`src/rtl/dsi_lane_seq_pkg.sv`:
```
package dsi_lane_seq_pkg;

    typedef enum logic [2:0] {
        CL_STOP,
        CL_PREP,
        CL_ZERO,
        CL_PRE,
        CL_HS,
        CL_POST,
        CL_TRAIL
    } clk_state_e;

    typedef enum logic [2:0] {
        DL_STOP,
        DL_PREP,
        DL_ZERO,
        DL_HS,
        DL_TRAIL,
        DL_EXIT
    } dat_state_e;

endpackage

```
`src/rtl/lane_interval_cnt.sv`:
```
// Down-counter for one timed interval; a load of 0 or 1 gives a single cycle.
module lane_interval_cnt #(
    parameter int W = 8
) (
    input  logic         clk,
    input  logic         rst_n,
    input  logic         load,
    input  logic [W-1:0] init,
    output logic         last
);
    logic [W-1:0] cnt;

    always_ff @(posedge clk or negedge rst_n) begin
        if (!rst_n)            cnt <= '0;
        else if (load)         cnt <= init;
        else if (cnt != '0)    cnt <= cnt - 1'b1;
    end

    assign last = (cnt <= W'(1));
endmodule

```
`src/rtl/dsi_clk_lane_fsm.sv`:
```
module dsi_clk_lane_fsm
    import dsi_lane_seq_pkg::*;
#(
    parameter int W = 8
) (
    input  logic         clk,
    input  logic         rst_n,
    input  logic         start,
    input  logic         dat_trail,
    input  logic         abort,
    input  logic         off,
    input  logic [W-1:0] t_prep,
    input  logic [W-1:0] t_zero,
    input  logic [W-1:0] t_pre,
    input  logic [W-1:0] t_post,
    input  logic [W-1:0] t_trail,
    output clk_state_e   state,
    output logic         hs_en,
    output logic         lp_en,
    output logic         hs_active
);
    clk_state_e   nxt;
    logic [W-1:0] init;
    logic         last;

    always_comb begin
        nxt = state;
        unique case (state)
            CL_STOP:  if (start)              nxt = CL_PREP;
            CL_PREP:  if (last)               nxt = CL_ZERO;
            CL_ZERO:  if (last)               nxt = CL_PRE;
            CL_PRE:   if (last)               nxt = CL_HS;
            CL_HS:    if (dat_trail || abort) nxt = CL_POST;
            CL_POST:  if (last)               nxt = CL_TRAIL;
            CL_TRAIL: if (last)               nxt = CL_STOP;
            default:                          nxt = CL_STOP;
        endcase
        if (off) nxt = CL_STOP;
    end

    always_comb begin
        unique case (nxt)
            CL_PREP:  init = t_prep;
            CL_ZERO:  init = t_zero;
            CL_PRE:   init = t_pre;
            CL_POST:  init = t_post;
            CL_TRAIL: init = t_trail;
            default:  init = '0;
        endcase
    end

    lane_interval_cnt #(.W(W)) u_cnt (
        .clk  (clk),
        .rst_n(rst_n),
        .load (nxt != state),
        .init (init),
        .last (last)
    );

    always_ff @(posedge clk or negedge rst_n) begin
        if (!rst_n) state <= CL_STOP;
        else        state <= nxt;
    end

    always_comb begin
        hs_en     = (state != CL_STOP);
        lp_en     = (state == CL_STOP);
        hs_active = (state == CL_PRE) || (state == CL_HS) || (state == CL_POST);
    end
endmodule

```
`src/rtl/dsi_dat_lane_fsm.sv`:
```
module dsi_dat_lane_fsm
    import dsi_lane_seq_pkg::*;
#(
    parameter int W = 8
) (
    input  logic         clk,
    input  logic         rst_n,
    input  logic         launch,
    input  logic         end_req,
    input  logic         hold,
    input  logic [W-1:0] t_prep,
    input  logic [W-1:0] t_zero,
    input  logic [W-1:0] t_trail,
    input  logic [W-1:0] t_exit,
    output dat_state_e   state,
    output logic         hs_en,
    output logic         lp_en,
    output logic         hs_active
);
    dat_state_e   nxt;
    logic [W-1:0] init;
    logic         last;

    always_comb begin
        nxt = state;
        unique case (state)
            DL_STOP:  if (launch)  nxt = DL_PREP;
            DL_PREP:  if (last)    nxt = DL_ZERO;
            DL_ZERO:  if (last)    nxt = DL_HS;
            DL_HS:    if (end_req) nxt = DL_TRAIL;
            DL_TRAIL: if (last)    nxt = DL_EXIT;
            DL_EXIT:  if (last)    nxt = DL_STOP;
            default:               nxt = DL_STOP;
        endcase
        if (hold) nxt = DL_STOP;
    end

    always_comb begin
        unique case (nxt)
            DL_PREP:  init = t_prep;
            DL_ZERO:  init = t_zero;
            DL_TRAIL: init = t_trail;
            DL_EXIT:  init = t_exit;
            default:  init = '0;
        endcase
    end

    lane_interval_cnt #(.W(W)) u_cnt (
        .clk  (clk),
        .rst_n(rst_n),
        .load (nxt != state),
        .init (init),
        .last (last)
    );

    always_ff @(posedge clk or negedge rst_n) begin
        if (!rst_n) state <= DL_STOP;
        else        state <= nxt;
    end

    always_comb begin
        hs_en     = (state == DL_PREP) || (state == DL_ZERO) ||
                    (state == DL_HS)   || (state == DL_TRAIL);
        lp_en     = (state == DL_STOP) || (state == DL_EXIT);
        hs_active = (state == DL_HS);
    end
endmodule

```
`src/rtl/dsi_lane_seq.sv`:
```
module dsi_lane_seq
    import dsi_lane_seq_pkg::*;
#(
    parameter int CNT_W = 8
) (
    input  logic               clk,
    input  logic               rst_n,
    input  logic               hs_req,
    input  logic               burst_end,
    input  logic               force_stop,
    input  logic [1:0]         pwr_down,
    input  logic               bias_ready,
    input  logic [4*CNT_W-1:0] clk_tim,
    input  logic [4*CNT_W-1:0] dat_tim,
    input  logic [CNT_W-1:0]   clk_pre,
    input  logic [3:0]         ovr_sel,
    input  logic [3:0]         ovr_val,
    output logic               clk_hs_en,
    output logic               clk_lp_en,
    output logic               dat_hs_en,
    output logic               dat_lp_en,
    output logic [3:0]         clk_status,
    output logic [3:0]         dat_status
);
    localparam int F3 = 4*CNT_W;
    localparam int F2 = 3*CNT_W;
    localparam int F1 = 2*CNT_W;
    localparam int F0 = CNT_W;
    localparam int N_EN = 4;

    clk_state_e cl_st;
    dat_state_e dl_st;
    logic c_hs, c_lp, c_act, d_hs, d_lp, d_act;
    logic dat_hold, start, clk_busy, dat_early, pend, end_req;

    assign dat_hold  = force_stop | pwr_down[0] | pwr_down[1];
    assign start     = hs_req && (cl_st == CL_STOP) && (dl_st == DL_STOP) && !dat_hold;
    assign clk_busy  = (cl_st == CL_PREP) || (cl_st == CL_ZERO) ||
                       (cl_st == CL_PRE)  || (cl_st == CL_HS);
    assign dat_early = (dl_st == DL_STOP) || (dl_st == DL_PREP) || (dl_st == DL_ZERO);
    assign end_req   = pend | burst_end;

    // Early end-of-burst is remembered until the data lane reaches HS active.
    always_ff @(posedge clk or negedge rst_n) begin
        if (!rst_n)                                   pend <= 1'b0;
        else if (dat_hold || dl_st == DL_HS)          pend <= 1'b0;
        else if (burst_end && clk_busy && dat_early)  pend <= 1'b1;
    end

    dsi_clk_lane_fsm #(.W(CNT_W)) u_clk_fsm (
        .clk      (clk),
        .rst_n    (rst_n),
        .start    (start),
        .dat_trail(dl_st == DL_TRAIL),
        .abort    (dat_hold),
        .off      (pwr_down[1]),
        .t_prep   (clk_tim[F3-1:F2]),
        .t_zero   (clk_tim[F2-1:F1]),
        .t_pre    (clk_pre),
        .t_post   (clk_tim[F1-1:F0]),
        .t_trail  (clk_tim[F0-1:0]),
        .state    (cl_st),
        .hs_en    (c_hs),
        .lp_en    (c_lp),
        .hs_active(c_act)
    );

    dsi_dat_lane_fsm #(.W(CNT_W)) u_dat_fsm (
        .clk      (clk),
        .rst_n    (rst_n),
        .launch   (cl_st == CL_HS),
        .end_req  (end_req),
        .hold     (dat_hold),
        .t_prep   (dat_tim[F3-1:F2]),
        .t_zero   (dat_tim[F2-1:F1]),
        .t_trail  (dat_tim[F1-1:F0]),
        .t_exit   (dat_tim[F0-1:0]),
        .state    (dl_st),
        .hs_en    (d_hs),
        .lp_en    (d_lp),
        .hs_active(d_act)
    );

    // Enable order: [3] clock hs, [2] clock lp, [1] data hs, [0] data lp.
    logic [N_EN-1:0] fsm_en, alive, en_out;
    assign fsm_en = {c_hs, c_lp, d_hs, d_lp};
    assign alive  = {{2{~pwr_down[1]}}, {2{~(pwr_down[1] | pwr_down[0])}}};

    for (genvar g = 0; g < N_EN; g++) begin : g_en
        assign en_out[g] = alive[g] & (ovr_sel[g] ? ovr_val[g] : fsm_en[g]);
    end

    assign {clk_hs_en, clk_lp_en, dat_hs_en, dat_lp_en} = en_out;

    assign clk_status = {bias_ready, cl_st == CL_STOP, 1'b0, c_act};
    assign dat_status = {1'b0,       dl_st == DL_STOP, 1'b0, d_act};
endmodule

```
`config.mk`:
```
export PLATFORM = sky130hd
export DESIGN_NAME = dsi_lane_seq
export DESIGN_NICKNAME = d
export VERILOG_FILES = /design/src/rtl/dsi_lane_seq_pkg.sv /design/src/rtl/lane_interval_cnt.sv /design/src/rtl/dsi_clk_lane_fsm.sv /design/src/rtl/dsi_dat_lane_fsm.sv /design/src/rtl/dsi_lane_seq.sv
export SDC_FILE = /design/constraint.sdc
export NUM_CORES = 1
export LEC_CHECK = 0
export BUFFER_PORTS_ARGS = -buffer_cell sky130_fd_sc_hd__buf_2
export CAP_MARGIN = 20
export CORE_AREA = 3 3 71 73
export DETAILED_ROUTE_END_ITERATION = 10
export DIE_AREA = 0 0 74 76
export MAX_ROUTING_LAYER = met4
export PLACE_DENSITY_LB_ADDON = 0.3
export SLEW_MARGIN = 5
export SYNTH_ARGS = -nofsm -noshare
export SYNTH_HDL_FRONTEND = slang
export SYNTH_SLANG_ARGS = --single-unit
export TNS_END_PERCENT = 5
```
`constraint.sdc`:
```
create_clock -name clk -period 4.3 [get_ports clk]
set_clock_uncertainty 0.15 [all_clocks]
set_input_delay 0 -clock clk [delete_from_list [all_inputs] [get_ports clk]]
set_output_delay 0 -clock clk [all_outputs]
set_load 0.02 [all_outputs]
```
* Word-level counts from Yosys, hierarchy flattened
Cells that the tools add are included.
Storage, ports and cells: memories 0, memory bits (read-only) 0, latch bits 0, input bits 88, logic and storage cells 97, RAM bits 0, register bits 23
Cells by class: shift operators 0, $lt $le $gt $ge 2, $add $sub $neg 2, div/mod/pow operators 0, multiplexer cells 29, bitwise operators 10, reductions and logical operators 27, multipliers 0, eq/ne operators 22
Operators by type and width (number):
- $mux W3 | 15
- $pmux W8 S5 | 1
- $mux W8 | 4
- $pmux W8 S4 | 1
- $eq A3 B3 Y1 const B | 9
- $eq A3 B2 Y1 const B | 7
- $pmux W3 S7 | 1
- $pmux W3 S6 | 1
- $le A8 B1 Y1 const B | 2
- $reduce_bool A8 Y1 | 2
- $sub A8 B1 Y8 const B | 2
- $logic_or A1 B1 Y1 | 13
- $eq A3 B1 Y1 const B | 4
- $logic_not A3 Y1 | 2
- $mux W1 | 6
- $ne A3 B3 Y1 | 2
- $reduce_bool A2 Y1 | 3
- $logic_and A1 B1 Y1 | 5
- $and A1 B1 Y1 | 4
- $or A1 B1 Y1 | 4
- $reduce_bool A3 Y1 | 1
- $not A1 Y1 | 2
- $logic_not A1 Y1 | 1

* Longest topological paths before layout
depth in word-level cells 10, gate-level depth with buffers 9

* Modules after synthesis
From an unflattened synthesis, not the netlist that was laid out.
Unflattened totals: cell total of the unflattened synthesis 320, area, all modules 2615.0 sq um
By module, submodules not included:
- lane_interval_cnt | area each 496.7 sq um, cells each 57, sequential area each 200.2 sq um, instances 2
- dsi_clk_lane_fsm | area each 807.0 sq um, cells each 102, sequential area each 75.1 sq um, instances 1
- dsi_dat_lane_fsm | area each 591.8 sq um, cells each 75, sequential area each 75.1 sq um, instances 1
- dsi_lane_seq | area each 222.7 sq um, cells each 29, sequential area each 25.0 sq um, instances 1

* Least setup slack after synthesis
OpenSTA, ideal clock, no wires.
kind flip-flop to flip-flop, from register u_dat_fsm.state[1], to register u_dat_fsm.u_cnt.cnt[1], path buffers 2, stages on the path, launching flop included 9, data arrival time 2.281 ns, path slack 1.733 ns, clock period less this slack 2.567 ns, cell sequence dfrtp_1 clkbuf_1 nor3_1 a22o_1 a211oi_2 a221o_1 clkbuf_1 o211ai_1 o21ai_0
Between the ends: longest elaborated chain between the ends 6, elaborated cells on any way between the ends 22, those cells by class eq/ne: 10; mux: 10; reduce/logical: 2
Ends and longest elaborated chain:
- from (decl) | RTL line dsi_dat_lane_fsm.sv:15 | output dat_state_e state,
- from (signal assigned) | RTL line dsi_dat_lane_fsm.sv:58 | else state <= nxt;
- $logic_not A3 Y1 (*)
- via dat_status[2] | RTL line dsi_lane_seq.sv:23 | output logic [3:0] dat_status
- $pmux W3 S6 (*) | RTL line dsi_dat_lane_fsm.sv:26 | unique case (state)
- $mux W3 (*) | RTL line dsi_dat_lane_fsm.sv:35 | if (hold) nxt = DL_STOP;
- $eq A3 B3 Y1 (tied with other cells) | RTL line dsi_dat_lane_fsm.sv:39 | unique case (nxt)
- $pmux W8 S4 | RTL line dsi_dat_lane_fsm.sv:39
- $mux W8 | RTL line lane_interval_cnt.sv:15 | else if (load) cnt <= init;
- to (signal assigned) | RTL line lane_interval_cnt.sv:15
- to (signal assigned) | RTL line lane_interval_cnt.sv:16 | else if (cnt != '0) cnt <= cnt - 1'b1;
- to (decl) | RTL line lane_interval_cnt.sv:11 | logic [W-1:0] cnt;
The timed path passes the listed nets; every way through them passes the cells marked *. A chain may end at the register's enable or synchronous reset.

* Worst setup path after layout
from register u_dat_fsm.u_cnt.cnt[4], to register u_dat_fsm.u_cnt.cnt[7]
Between the ends: longest elaborated chain between the ends 7, elaborated cells on any way between the ends 18, those cells by class add/sub: 1; order compare: 1; eq/ne: 5; mux: 9; reduce/logical: 2
Ends and longest elaborated chain:
- $le A8 B1 Y1 | RTL line lane_interval_cnt.sv:19 | assign last = (cnt <= W'(1));
- $mux W3, on equally long branches
- $pmux W3 S6 | RTL line dsi_dat_lane_fsm.sv:26
- $mux W3 | RTL line dsi_dat_lane_fsm.sv:35
- $eq A3 B3 Y1 (tied with other cells) | RTL line dsi_dat_lane_fsm.sv:39
- $pmux W8 S4 | RTL line dsi_dat_lane_fsm.sv:39
- $mux W8 | RTL line lane_interval_cnt.sv:15
Parallel ways exist; a longest one is shown, timed or not. The select of a mux whose other input is x is not followed.

==> flow_metrics.env <==
export IMPL_drc_errors=0
export IMPL_holdWs_ns=-0.002611
export IMPL_io_pins=100
export IMPL_cp_start_kind="register"
export IMPL_clk_pin_slew_worst_paths_ns=0.09
export IMPL_ys_types=63
export IMPL_cts_max_path_buffers=2
export IMPL_dpl_hpwl_um=4862
export IMPL_timing_final_crit_share=0.7556
export IMPL_rr_worst_depth=7
export IMPL_dieArea_um2=5624
export IMPL_cts_max_level=1
export IMPL_failed_checks="hold timing"
export IMPL_min_path_type="in2reg"
export IMPL_grt_util_all_layers=0.2436
export IMPL_critPathArrivalTime_ns=3.24
export IMPL_syn_area_per_cell_um2=8.328
export IMPL_synth_edff_count=0
export IMPL_clock_sinks=23
export IMPL_grt_max_degree=28
export IMPL_vias_per_cell=6.032
export IMPL_dpl_cell_area_um2=2751
export IMPL_critPathSlowestCell="dlygate4sd3_1"
export IMPL_tns_ns=0
export IMPL_outcome="finished, violations left"
export IMPL_layout_commonest_cell="buf_2"
export IMPL_ys_async_sr_fraction=1.000
export IMPL_io_buffer_count=94
export IMPL_hold_viol=1
export IMPL_cts_tree="yes"
export IMPL_wire_per_inst_um=15.52
export IMPL_crit_chain="or4_4 > nor4_4 > o221ai_4 > a32o_1 > a222oi_1 > dlygate4sd3_1 > o22ai_1"
export IMPL_hold_path_depth=5
export IMPL_grt_overflow_total=0
export IMPL_cts_root_buf="clkbuf_8"
export IMPL_start_util=0.5264
export IMPL_area_growth_syn_to_layout_pct=32.04
export IMPL_crit_path_max_incr_delay_ns=0.61
export IMPL_yosys_warnings=0
export IMPL_fp_row_count=24
export IMPL_place_congestion=0.8554
export IMPL_path_class="reg2reg"
export IMPL_worstMarginPinSlew_ns=0.8221
export IMPL_ant_nets=0
export IMPL_nNetsFinal=477
export IMPL_cp_required_ns=4.29
export IMPL_drt_initial_drc_count=150
export IMPL_cp_max_fo=10
export IMPL_grt_pass1_vias=2476
export IMPL_syn_instance_count=279
export IMPL_post_route_util=0.6950
export IMPL_syn_cell_area_um2=2323
export IMPL_rsz0062_at_grt="no"
export IMPL_ys_ff_latch=23
export IMPL_power_w=0.001049
export IMPL_final_cell_mix="buf_2, nand2_1, dlygate4sd3_1"
export IMPL_seq_area_frac_synth=0.2477
export IMPL_drt_wl_total_um=6736
export IMPL_postLayoutCellArea_um2=3068
export IMPL_max_freq_mhz=307.8
export IMPL_slew_violations=0
export IMPL_p_leak_nw=1.310
export IMPL_fp_dieW_um=74
export IMPL_dr_pass1_iters=6
export IMPL_setup_violations=0
export IMPL_clk_latency_ns=0.27
export IMPL_drive_gt1_frac=0.3246
export IMPL_relSlewSlack=0.4519
export IMPL_cap_violations=0
export IMPL_end_kind="register"
export IMPL_diodes=0
export IMPL_antenna_found_initial=0
export IMPL_core_area_um2=4414
export IMPL_die_h_um=76
export IMPL_final_min_clock_period_ns=3.249
export IMPL_synthFlopType="dfrtp_1"
export IMPL_cts_made_buffers=3
export IMPL_ctsResizeCount=0
export IMPL_vias=2618
export IMPL_vdd_drop_max_mv=0.2736
export IMPL_p_per_area_nw_per_um2=341.9
export IMPL_grt_pass1_wl_um=10960
[cells by family (layout without fill, tap and decap cells)]
logic type,after synthesis,count (layout),synth area share
xor gates and xnor gates,14,14,0.05277
and+or+nand+nor,96,96,0.2267
other,1,3,0.001614
muxes,10,10,0.04793
DFF,23,23,0.2477
buffers and inverters,37,138,0.07377
adders and majority gates,6,6,0.03231
AOI/OAI and AO/OA,92,92,0.3172
[timing repair]
action / in CTS / in global routing
hold buffers: 27 / 0
endpoints found under the hold margin: 41 / 0
setup buffers: 0 / 0
[metal layers]
layer / track usage / vias to the layer above / share of wire
li1: - / 1280 / -
met1: 0.3198 / 1245 / 0.43
met3: 0.02507 / 8 / 0.051
met4: 0.04529 / 0 / 0.010
met2: 0.4060 / 85 / 0.51
met5: - / - / 0
[synth_stat cells (all sizes together) (3+ instances only)]
library cell / instances / area share
a21o: 7 / 0.023
or4: 3 / 0.011
buf: 11 / 0.031
nor3: 13 / 0.033
nor2: 19 / 0.031
a21oi: 21 / 0.045
clkbuf: 15 / 0.025
ha: 6 / 0.032
xor2: 7 / 0.026
mux2: 9 / 0.044
o22ai: 6 / 0.016
inv: 11 / 0.018
dfrtp: 23 / 0.25
a2111oi: 3 / 0.014
a32o: 9 / 0.039
o21ai: 8 / 0.017
nand4: 3 / 0.0081
xnor2: 7 / 0.026
nor4: 7 / 0.028
a211oi: 4 / 0.017
a222oi: 14 / 0.060
nand2: 31 / 0.050
nor3b: 8 / 0.031
[critical path: cells and delay by family, from the launching register on]
| family | cells | cell delay [ns] |
|---|---|---|
| flip-flops | 1 | 0.43 |
| buffers and inverters | 1 | 0.61 |
| AND/OR/NAND/NOR | 2 | 0.97 |
| AO/OA/AOI/OAI | 4 | 0.95 |
[final timing paths]
check	start	to	slack [ns]
setup / recovery	u_dat_fsm.u_cnt.cnt[4]$_DFFE_PN0P_	u_dat_fsm.u_cnt.cnt[7]$_DFFE_PN0P_	1.05
hold / removal	burst_end	pend$_DFFE_PN0P_	-0.003
min in group asynchronous	rst_n	u_dat_fsm.state[0]$_DFF_PN0_	0.09
max in group asynchronous	rst_n	u_clk_fsm.u_cnt.cnt[4]$_DFFE_PN0P_	3.55
setup reg to reg	u_dat_fsm.u_cnt.cnt[4]$_DFFE_PN0P_	u_dat_fsm.u_cnt.cnt[7]$_DFFE_PN0P_	1.05
hold reg to reg	u_clk_fsm.u_cnt.cnt[5]$_DFFE_PN0P_	u_clk_fsm.u_cnt.cnt[5]$_DFFE_PN0P_	0.45
[power by group]
group | switching [W] | internal (W) | total (W)
combinational | 0.000292 | 0.000249 | 0.000541
clock | 0.0000761 | 0.0000650 | 0.000141
sequential | 0.0000834 | 0.000283 | 0.000367
[layout make-up]
| cell class | instances | area, um2 |
|---|---|---|
| clock buffer | 3 | 41.29 |
| clock inverter | 1 | 5.005 |
| fill | 349 | 1346 |
| inverter | 11 | 41.29 |
| multi-input combinational | 221 | 1584 |
| sequential | 23 | 575.6 |
| tap | 52 | 65.06 |
| timing repair buffer | 123 | 755.7 |
[stage by stage]
stage               instances  hold slack [ns]  worst slack (ns)
finish                    434        -0.002611             1.051
floorplan                 281          -0.4456             1.733
detailed placement        403          -0.1498             1.402
global placement          403          -0.1498             1.479
CTS                       434         0.001429             1.067
global route              434          0.04924            0.9113
[flip-flops by register name, summed over array words and instances, names as in the netlist]
register             count
pend                     1
u_clk_fsm.state          3
u_clk_fsm.u_cnt.cnt      8
u_dat_fsm.state          3
u_dat_fsm.u_cnt.cnt      8
No activity file was read; power rests on OpenSTA's default activity.
